--- src/rtl/tmr_host_pkg.sv ---
package tmr_host_pkg;

  typedef enum logic [1:0] {
    ACC_LATCH = 2'd0,
    ACC_LO    = 2'd1,
    ACC_HI    = 2'd2,
    ACC_LOHI  = 2'd3
  } acc_e;

  typedef struct packed {
    acc_e       acc;
    logic [2:0] mode;
    logic       bcd;
  } chan_cfg_t;

endpackage

--- src/rtl/tmr_cmd_decode.sv ---
module tmr_cmd_decode #(
  parameter int NCH = 3,
  parameter int DW  = 8
) (
  input  logic          bus_wr,
  input  logic          bus_rd,
  input  logic [1:0]    bus_addr,
  input  logic [DW-1:0] bus_wdata,
  output logic [NCH-1:0] cfg_we,
  output logic [NCH-1:0] cnt_latch,
  output logic [NCH-1:0] sts_latch,
  output logic [NCH-1:0] dat_we,
  output logic [NCH-1:0] dat_re
);

  localparam logic [1:0] CTRL_ADDR = 2'd3;

  logic       ctl_wr;
  logic [1:0] sel;
  logic [1:0] acc;
  logic       readback;

  assign ctl_wr   = bus_wr && (bus_addr == CTRL_ADDR);
  assign sel      = bus_wdata[7:6];
  assign acc      = bus_wdata[5:4];
  assign readback = (sel == 2'd3);

  for (genvar c = 0; c < NCH; c++) begin : g_ch
    localparam logic [1:0] CID = c;
    logic rb_hit;
    assign rb_hit       = ctl_wr && readback && bus_wdata[1+c];
    assign dat_we[c]    = bus_wr && (bus_addr == CID);
    assign dat_re[c]    = bus_rd && (bus_addr == CID);
    assign cfg_we[c]    = ctl_wr && (sel == CID) && (acc != 2'd0);
    assign cnt_latch[c] = (ctl_wr && (sel == CID) && (acc == 2'd0)) ||
                          (rb_hit && !bus_wdata[5]);
    assign sts_latch[c] = rb_hit && !bus_wdata[4];
  end

endmodule

--- src/rtl/tmr_chan_port.sv ---
module tmr_chan_port
  import tmr_host_pkg::*;
#(
  parameter int DW = 8
) (
  input  logic           clk,
  input  logic           rst,
  input  logic           cfg_we,
  input  logic           cnt_latch,
  input  logic           sts_latch,
  input  logic           dat_we,
  input  logic           dat_re,
  input  logic [DW-1:0]  wdata,
  input  logic [2*DW-1:0] cur_count,
  input  logic           cur_out,
  input  logic           cur_pend,
  output chan_cfg_t      cfg,
  output logic [2*DW-1:0] reload,
  output logic           load_stb,
  output logic [DW-1:0]  rd_byte
);

  localparam int CW = 2 * DW;

  chan_cfg_t      cfg_q;
  logic [CW-1:0]  reload_q;
  logic           stb_q;
  logic           wptr;
  logic [DW-1:0]  lo_stage;
  logic           rptr;
  logic           cheld;
  logic [CW-1:0]  cval;
  logic           sheld;
  logic [DW-1:0]  sval;
  logic [CW-1:0]  src;

  assign cfg      = cfg_q;
  assign reload   = reload_q;
  assign load_stb = stb_q;

  // byte offered to the next read, from the state before that read
  always_comb begin
    src = cheld ? cval : cur_count;
    if (sheld) begin
      rd_byte = sval;
    end else begin
      case (cfg_q.acc)
        ACC_LO:  rd_byte = src[DW-1:0];
        ACC_HI:  rd_byte = src[CW-1:DW];
        default: rd_byte = rptr ? src[CW-1:DW] : src[DW-1:0];
      endcase
    end
  end

  always_ff @(posedge clk) begin
    if (rst) begin
      cfg_q    <= '{acc: ACC_LO, mode: 3'd0, bcd: 1'b0};
      reload_q <= '0;
      stb_q    <= 1'b0;
      wptr     <= 1'b0;
      lo_stage <= '0;
      rptr     <= 1'b0;
      cheld    <= 1'b0;
      cval     <= '0;
      sheld    <= 1'b0;
      sval     <= '0;
    end else begin
      stb_q <= 1'b0;

      if (cfg_we) begin
        cfg_q <= '{acc: acc_e'(wdata[5:4]), mode: wdata[3:1], bcd: wdata[0]};
        wptr  <= 1'b0;
        rptr  <= 1'b0;
      end else if (dat_we) begin
        case (cfg_q.acc)
          ACC_LO: begin
            reload_q <= {{DW{1'b0}}, wdata};
            stb_q    <= 1'b1;
          end
          ACC_HI: begin
            reload_q <= {wdata, {DW{1'b0}}};
            stb_q    <= 1'b1;
          end
          default: begin
            if (!wptr) begin
              lo_stage <= wdata;
              wptr     <= 1'b1;
            end else begin
              reload_q <= {wdata, lo_stage};
              stb_q    <= 1'b1;
              wptr     <= 1'b0;
            end
          end
        endcase
      end

      if (cnt_latch && !cheld) begin
        cheld <= 1'b1;
        cval  <= cur_count;
      end
      if (sts_latch && !sheld) begin
        sheld <= 1'b1;
        sval  <= {cur_out, cur_pend, cfg_q};
      end

      if (dat_re) begin
        if (sheld) begin
          sheld <= 1'b0;
        end else begin
          if (cfg_q.acc == ACC_LOHI) rptr <= ~rptr;
          if (cheld && (cfg_q.acc != ACC_LOHI || rptr)) cheld <= 1'b0;
        end
      end
    end
  end

endmodule

--- src/rtl/timer_host_port.sv ---
module timer_host_port
  import tmr_host_pkg::*;
#(
  parameter int DW = 8
) (
  input  logic            clk,
  input  logic            rst,
  input  logic [1:0]      bus_addr,
  input  logic [DW-1:0]   bus_wdata,
  input  logic            bus_wr,
  input  logic            bus_rd,
  output logic [DW-1:0]   bus_rdata,
  output logic [8:0]      ch_mode,
  output logic [2:0]      ch_bcd,
  output logic [6*DW-1:0] ch_reload,
  output logic [2:0]      ch_load_stb,
  input  logic [6*DW-1:0] ch_count,
  input  logic [2:0]      ch_out,
  input  logic [2:0]      ch_pending
);

  localparam int NCH = 3;
  localparam int CW  = 2 * DW;

  logic [NCH-1:0] cfg_we, cnt_latch, sts_latch, dat_we, dat_re;
  logic [DW-1:0]  rd_byte [NCH];

  tmr_cmd_decode #(.NCH(NCH), .DW(DW)) u_dec (
    .bus_wr    (bus_wr),
    .bus_rd    (bus_rd),
    .bus_addr  (bus_addr),
    .bus_wdata (bus_wdata),
    .cfg_we    (cfg_we),
    .cnt_latch (cnt_latch),
    .sts_latch (sts_latch),
    .dat_we    (dat_we),
    .dat_re    (dat_re)
  );

  for (genvar c = 0; c < NCH; c++) begin : g_chan
    chan_cfg_t cfg;
    tmr_chan_port #(.DW(DW)) u_port (
      .clk       (clk),
      .rst       (rst),
      .cfg_we    (cfg_we[c]),
      .cnt_latch (cnt_latch[c]),
      .sts_latch (sts_latch[c]),
      .dat_we    (dat_we[c]),
      .dat_re    (dat_re[c]),
      .wdata     (bus_wdata),
      .cur_count (ch_count[c*CW +: CW]),
      .cur_out   (ch_out[c]),
      .cur_pend  (ch_pending[c]),
      .cfg       (cfg),
      .reload    (ch_reload[c*CW +: CW]),
      .load_stb  (ch_load_stb[c]),
      .rd_byte   (rd_byte[c])
    );
    assign ch_mode[c*3 +: 3] = cfg.mode;
    assign ch_bcd[c]         = cfg.bcd;
  end

  always_ff @(posedge clk) begin
    if (rst) begin
      bus_rdata <= '0;
    end else if (bus_rd) begin
      case (bus_addr)
        2'd0:    bus_rdata <= rd_byte[0];
        2'd1:    bus_rdata <= rd_byte[1];
        2'd2:    bus_rdata <= rd_byte[2];
        default: bus_rdata <= '0;
      endcase
    end
  end

endmodule

--- config.mk ---
export PLATFORM = sky130hd
export DESIGN_NAME = timer_host_port
export DESIGN_NICKNAME = d
export VERILOG_FILES = /design/src/rtl/tmr_host_pkg.sv /design/src/rtl/tmr_cmd_decode.sv /design/src/rtl/tmr_chan_port.sv /design/src/rtl/timer_host_port.sv
export SDC_FILE = /design/constraint.sdc
export NUM_CORES = 1
export LEC_CHECK = 0
export BUFFER_PORTS_ARGS = -buffer_cell sky130_fd_sc_hd__buf_2
export CAP_MARGIN = 20
export CORE_UTILIZATION = 50
export CTS_CLUSTER_DIAMETER = 150
export DETAILED_ROUTE_END_ITERATION = 7
export GPL_TIMING_DRIVEN = 0
export PLACE_DENSITY = 0.84
export SKIP_CTS_REPAIR_TIMING = 1
export SLEW_MARGIN = 20
export SYNTH_ARGS = -nofsm -noshare
export SYNTH_HDL_FRONTEND = slang
export SYNTH_HIERARCHICAL = 1
export SYNTH_SLANG_ARGS = --single-unit
--- constraint.sdc ---
create_clock -name clk -period 2.6 [get_ports clk]
set_input_delay 0.26 -clock clk [delete_from_list [all_inputs] [get_ports clk]]
set_output_delay 0.26 -clock clk [all_outputs]
set_load 0.005 [all_outputs]
Yosys cells after proc, flatten, opt, wreduce, memory -nomap -nowiden
Cells that the tools add are included.
Storage, ports and cells
  flip-flop bits (word level): 185
  input bits: 68
Operators by class
  eq/ne operators: 18
  muxes and demuxes: 61
  bitwise gates (word level): 15
  reductions and logical operators: 74
Operators by type and width (number)
  $mux W16: 6
  $pmux W16 S2: 3
  $mux W8: 6
  $pmux W8 S2: 3
  $mux W1: 42
  $logic_and A1 B1 Y1: 35
  $pmux W8 S3: 1
  $eq A2 B2 Y1 const B: 10
  $not A1 Y1: 15
  $reduce_and A4 Y1: 3
  $reduce_or A2 Y1: 6
  $eq A2 B1 Y1 const B: 5
  $reduce_and A3 Y1: 3
  $reduce_bool A3 Y1: 3
  $reduce_or A3 Y1: 3
  $logic_not A1 Y1: 8
  $logic_not A2 Y1: 3
  $logic_or A1 B1 Y1: 6
  $ne A2 B2 Y1 const B: 3
  $reduce_and A2 Y1: 3
  $reduce_bool A2 Y1: 1

Logic depth before layout (Yosys ltp)
  depth after elaboration: 11
  mapped depth: 9
  mapped depth without buffers: 8

Cells and area by module
The synthesis kept the hierarchy.
By module, submodules not included
  tmr_chan_port at g_chan[1].u_port ...: instances 2, cells an instance 326, area each 2797.7 µm², sequential area each 1181.1 µm²
  tmr_chan_port at g_chan[0].u_port: instances 1, cells an instance 310, area each 2795.2 µm², sequential area each 1181.1 µm²
  timer_host_port: instances 1, cells an instance 55, area each 520.5 µm², sequential area each 160.2 µm²
  tmr_cmd_decode: instances 1, cells an instance 27, area each 188.9 µm², sequential area each 0.0 µm²

Worst setup path after synthesis
No wires, ideal clock.
  path type: register -> register
  start point: register g_chan[0].u_port.cfg_q, in the netlist g_chan[0].u_port/cfg[4]
  end point: register bus_rdata[6]
  setup time: 0.128 ns
  arrival: 1.868 ns
  required time: 2.472 ns
  slack: 0.604 ns
  cell stages (with the launch flop): 10
  path buffers: 1
  clock period less this slack: 1.996 ns
  cell sequence: dfxtp_1 inv_1 ha_1 clkbuf_2 nor2_2 o32ai_1 mux2_2 and2b_1 a211oi_2 nor3_1
RTL lines
  start, declared: RTL line tmr_chan_port.sv:25  | chan_cfg_t cfg_q;
  start signal, assigned: RTL line tmr_chan_port.sv:57  | cfg_q <= '{acc: ACC_LO, mode: 3'd0, bcd: 1'b0};
  start signal, assigned: RTL line tmr_chan_port.sv:71  | cfg_q <= '{acc: acc_e'(wdata[5:4]), mode: wdata[3:1], bcd: wdata[0]};
  end signal, assigned: RTL line timer_host_port.sv:68  | 2'd0: bus_rdata <= rd_byte[0];
  end signal, assigned: RTL line timer_host_port.sv:69  | 2'd1: bus_rdata <= rd_byte[1];
  end signal, assigned: RTL line timer_host_port.sv:70  | 2'd2: bus_rdata <= rd_byte[2];
  end, declared: RTL line timer_host_port.sv:12  | output logic [DW-1:0] bus_rdata,

==> run summary <==
Most frequent cells in the layout = dfxtp_1, nand2_1, buf_2, a21oi_1, nor2_1
Critical Path, Cell by Cell = inv_1 -> ha_1 -> clkbuf_2 -> nor2_4 -> o32ai_1 -> mux2_2 -> and2b_1 -> a211oi_2 -> nor3_1
H-tree Lvls = 4
Row Count = 48
Die footprint = 0.01874 mm^2
Synth Flop Type = dfxtp_1
Max Freq = 417.0 MHz
Cell family with most CP delay = simple AND/OR/NAND/NOR gates
Final Core Density = 60.76%
R2R Path End = bus_rdata[3]$_SDFFE_PP0P_
Root buf cell = clkbuf_16
R2R Path Start = g_chan[0].u_port/cfg[4]$_SDFFE_PP1P_
Seq/Total Area, Yosys = 40.70%
Core Footprint = 0.01754 mm^2
Max Buffers Root-to-Sink = 2
Hold Crit Start = ch_count[35]
Reg2Reg Setup Slack = 0.20 ns
Clock Latency Late Sink = 0.44 ns
CP arrival = 2.71 ns
Antenna Violating Nets Remaining = 0
Slew @ Worst Pin = 0.7788 ns
Crit start category = flip-flop
Vias in the first global route = 7789
Mapped Area = 0.009100 mm^2
Setup violations, final = 0
Share of layout cells above drive strength 1 = 25.25%
Most common cell after layout, fill and taps aside = dfxtp_1
Run status = finished, final reports clean
Initial Util = 51.89%
Leakage = 0.004028 uW
Post-Syn Instances = 1044
Max cap viols = 0
FF+latch count, synth = 185
Slowest cell on crit path = dfxtp_1
Count of cell types in the netlist = 48
Aggregate global routing overflow = 0
Number of top-level pins = 139
Initial drt markers = 599
Fin Setup TNS = 0 ns
Initial antenna violation count = 1
Detailed Route WL = 25200 um
Yosys warns = 6
Die outline width = 136.9 um
P per Cell Area = 565.0 mW/mm^2
Sink Count = 185
Mean post-synth cell area = 8.716 um^2
Final Cycle Share = 92.24%
GPL Wtd Cong = 0.8787
Detailed Routing Iterations Pass 1 = 5
Via count = 8237
Mapped Nets = 1121
First-pass GRT wire length = 39440 um
Max stage delay on crit path = 0.40 ns
Endpoint type of the worst setup path = flip-flop
Hold-critical path endpoint = g_chan[2].u_port/cval[3]$_SDFFE_PP0P_
Largest net degree at the start of global routing = 18
Worst-path maximum fanout = 10
Max_slew headroom = 47.68%
Worst-case reg-to-reg path depth = 9
Nets = 1276
RSZ-0062 raised after global routing = false
Critical Path RT = 2.91 ns
Crit path buf inv count = 2
Setup Skew = 0.007778 ns
Via-to-Cell Ratio = 5.728
Maximum vdd drop = 0.5057 mV
Post-synth EDFFs = 0
Final Hold Vio Count = 0
Critical Path Source = g_chan[0].u_port/cfg[4]$_SDFFE_PP1P_
Min-delay worst type = input pin to flip-flop
Total CTS buffers = 17
Clock transition at path regs = 0.07 ns
DR DRC count = 0
Wire per inst = 17.52 um
Total global-route track usage = 27.40%
Setup CP Type = flip-flop to flip-flop
Hold path depth = 3
I/O Buffers = 137
Asr flop ratio synth = 0%
Pins over their slew limit = 0
Layout overhead on the synthesized area = 17.09%
Dpl hpwl = 17510 um
Period minus WS final = 2.398 ns
Die height = 136.9 um
TritonCTS clock tree = done
## sequential cells by signal, indices dropped and copies added (netlist names)
signal and cells:
g_chan.u_port/cval 48, g_chan.u_port/reload 48, g_chan.u_port/lo_stage 24, g_chan.u_port/sval 24
g_chan.u_port/cfg 18, bus_rdata 8, g_chan.u_port/cheld 3, g_chan.u_port/load_stb 3
g_chan.u_port/rptr 3, g_chan.u_port/sheld 3, g_chan.u_port/wptr 3
## per-stage QoR
stage,power [uW],cell area (um^2),hold slack [ns],worst slack [ns],std cells
detailed placement,3549,10070,0.4428,0.1271,1406
global route,6222,10650,0.06704,0.006720,1437
finish,6020,10660,0.06844,0.2019,1438
CTS,6041,10640,0.05563,0.1151,1438
global placement,3536,10070,0.4379,0.2034,1406
floorplan,3314,9100,0.3862,0.6039,1044
## synth_stat cells (9+ instances only)
cell | count | area share [%]
inv_1 | 11 | 0.45
buf_4 | 10 | 0.82
nand4_1 | 24 | 1.6
dfxtp_1 | 185 | 41
a311oi_2 | 24 | 4.0
nor2_1 | 59 | 2.4
nor3_1 | 17 | 0.93
nor2b_1 | 32 | 2.2
o21ai_0 | 43 | 2.4
nand2_1 | 169 | 7.0
and3b_1 | 28 | 2.7
buf_6 | 11 | 1.4
clkbuf_1 | 39 | 1.6
nand2b_1 | 16 | 1.1
buf_2 | 22 | 1.2
a21oi_1 | 150 | 8.2
mux2i_1 | 55 | 6.0
a31oi_1 | 16 | 1.1
mux2_2 | 43 | 5.3
ha_1 | 9 | 1.2
## worst min-delay path, delay by kind of cell
kind / cells / cell delay [ns]
AOI/OAI and AO/OA: 1 / 0.05
buffers and inverters: 1 / 0.10
and+or+nand+nor: 1 / 0.05
## logic make-up (layout without fill, tap and decap cells)
family | count (synthesis) | count (layout) | share of synthesized area [%]
flip-flops | 185 | 185 | 40.70
other | 0 | 1 | 0
AND/OR/NAND/NOR | 380 | 380 | 20.89
multiplexers | 99 | 99 | 11.52
buffers and inverters | 103 | 271 | 6.421
adder cells (fa/ha/maj) | 9 | 9 | 1.237
XOR/XNOR | 3 | 3 | 0.2888
AO/OA/AOI/OAI | 265 | 265 | 18.95
## routing by layer
| layer | vias to the layer above | global-route usage [%] | share of wire [%] |
|---|---|---|---|
| met5 | - | 0 | 0 |
| met4 | 0 | 11.78 | 2.4 |
| met3 | 55 | 6.407 | 7.5 |
| met2 | 298 | 45.46 | 48 |
| met1 | 3898 | 33.88 | 42 |
| li1 | 3986 | - | - |
## worst max path at each step
| stage | end | depth (start not counted) |
|---|---|---|
| final | bus_rdata[3]$_SDFFE_PP0P_ | 9 |
| after global routing | bus_rdata[4]$_SDFFE_PP0P_ | 8 |
| after CTS | bus_rdata[3]$_SDFFE_PP0P_ | 9 |
| after detailed placement | bus_rdata[3]$_SDFFE_PP0P_ | 9 |
| after global placement | bus_rdata[6]$_SDFFE_PP0P_ | 9 |
| after floorplan | bus_rdata[6]$_SDFFE_PP0P_ | 9 |
## cell type report
| type | count | area, um^2 |
|---|---|---|
| inverter | 13 | 48.80 |
| buffer | 89 | 531.8 |
| fill | 1503 | 6882 |
| multi-input combinational | 756 | 4828 |
| clock inverter | 12 | 116.4 |
| clock buffer | 20 | 456.7 |
| sequential | 185 | 3704 |
| timing repair buffer | 137 | 685.7 |
| tap | 225 | 281.5 |
| antenna | 1 | 2.502 |
## power breakdown
part           total, uW  leakage [uW]  switching [uW]  internal [uW]
clock               2520      0.000277            1140           1380
combinational        598       0.00225             355            242
sequential          2900       0.00150            26.2           2880
Power figures use the tool's default switching activity.
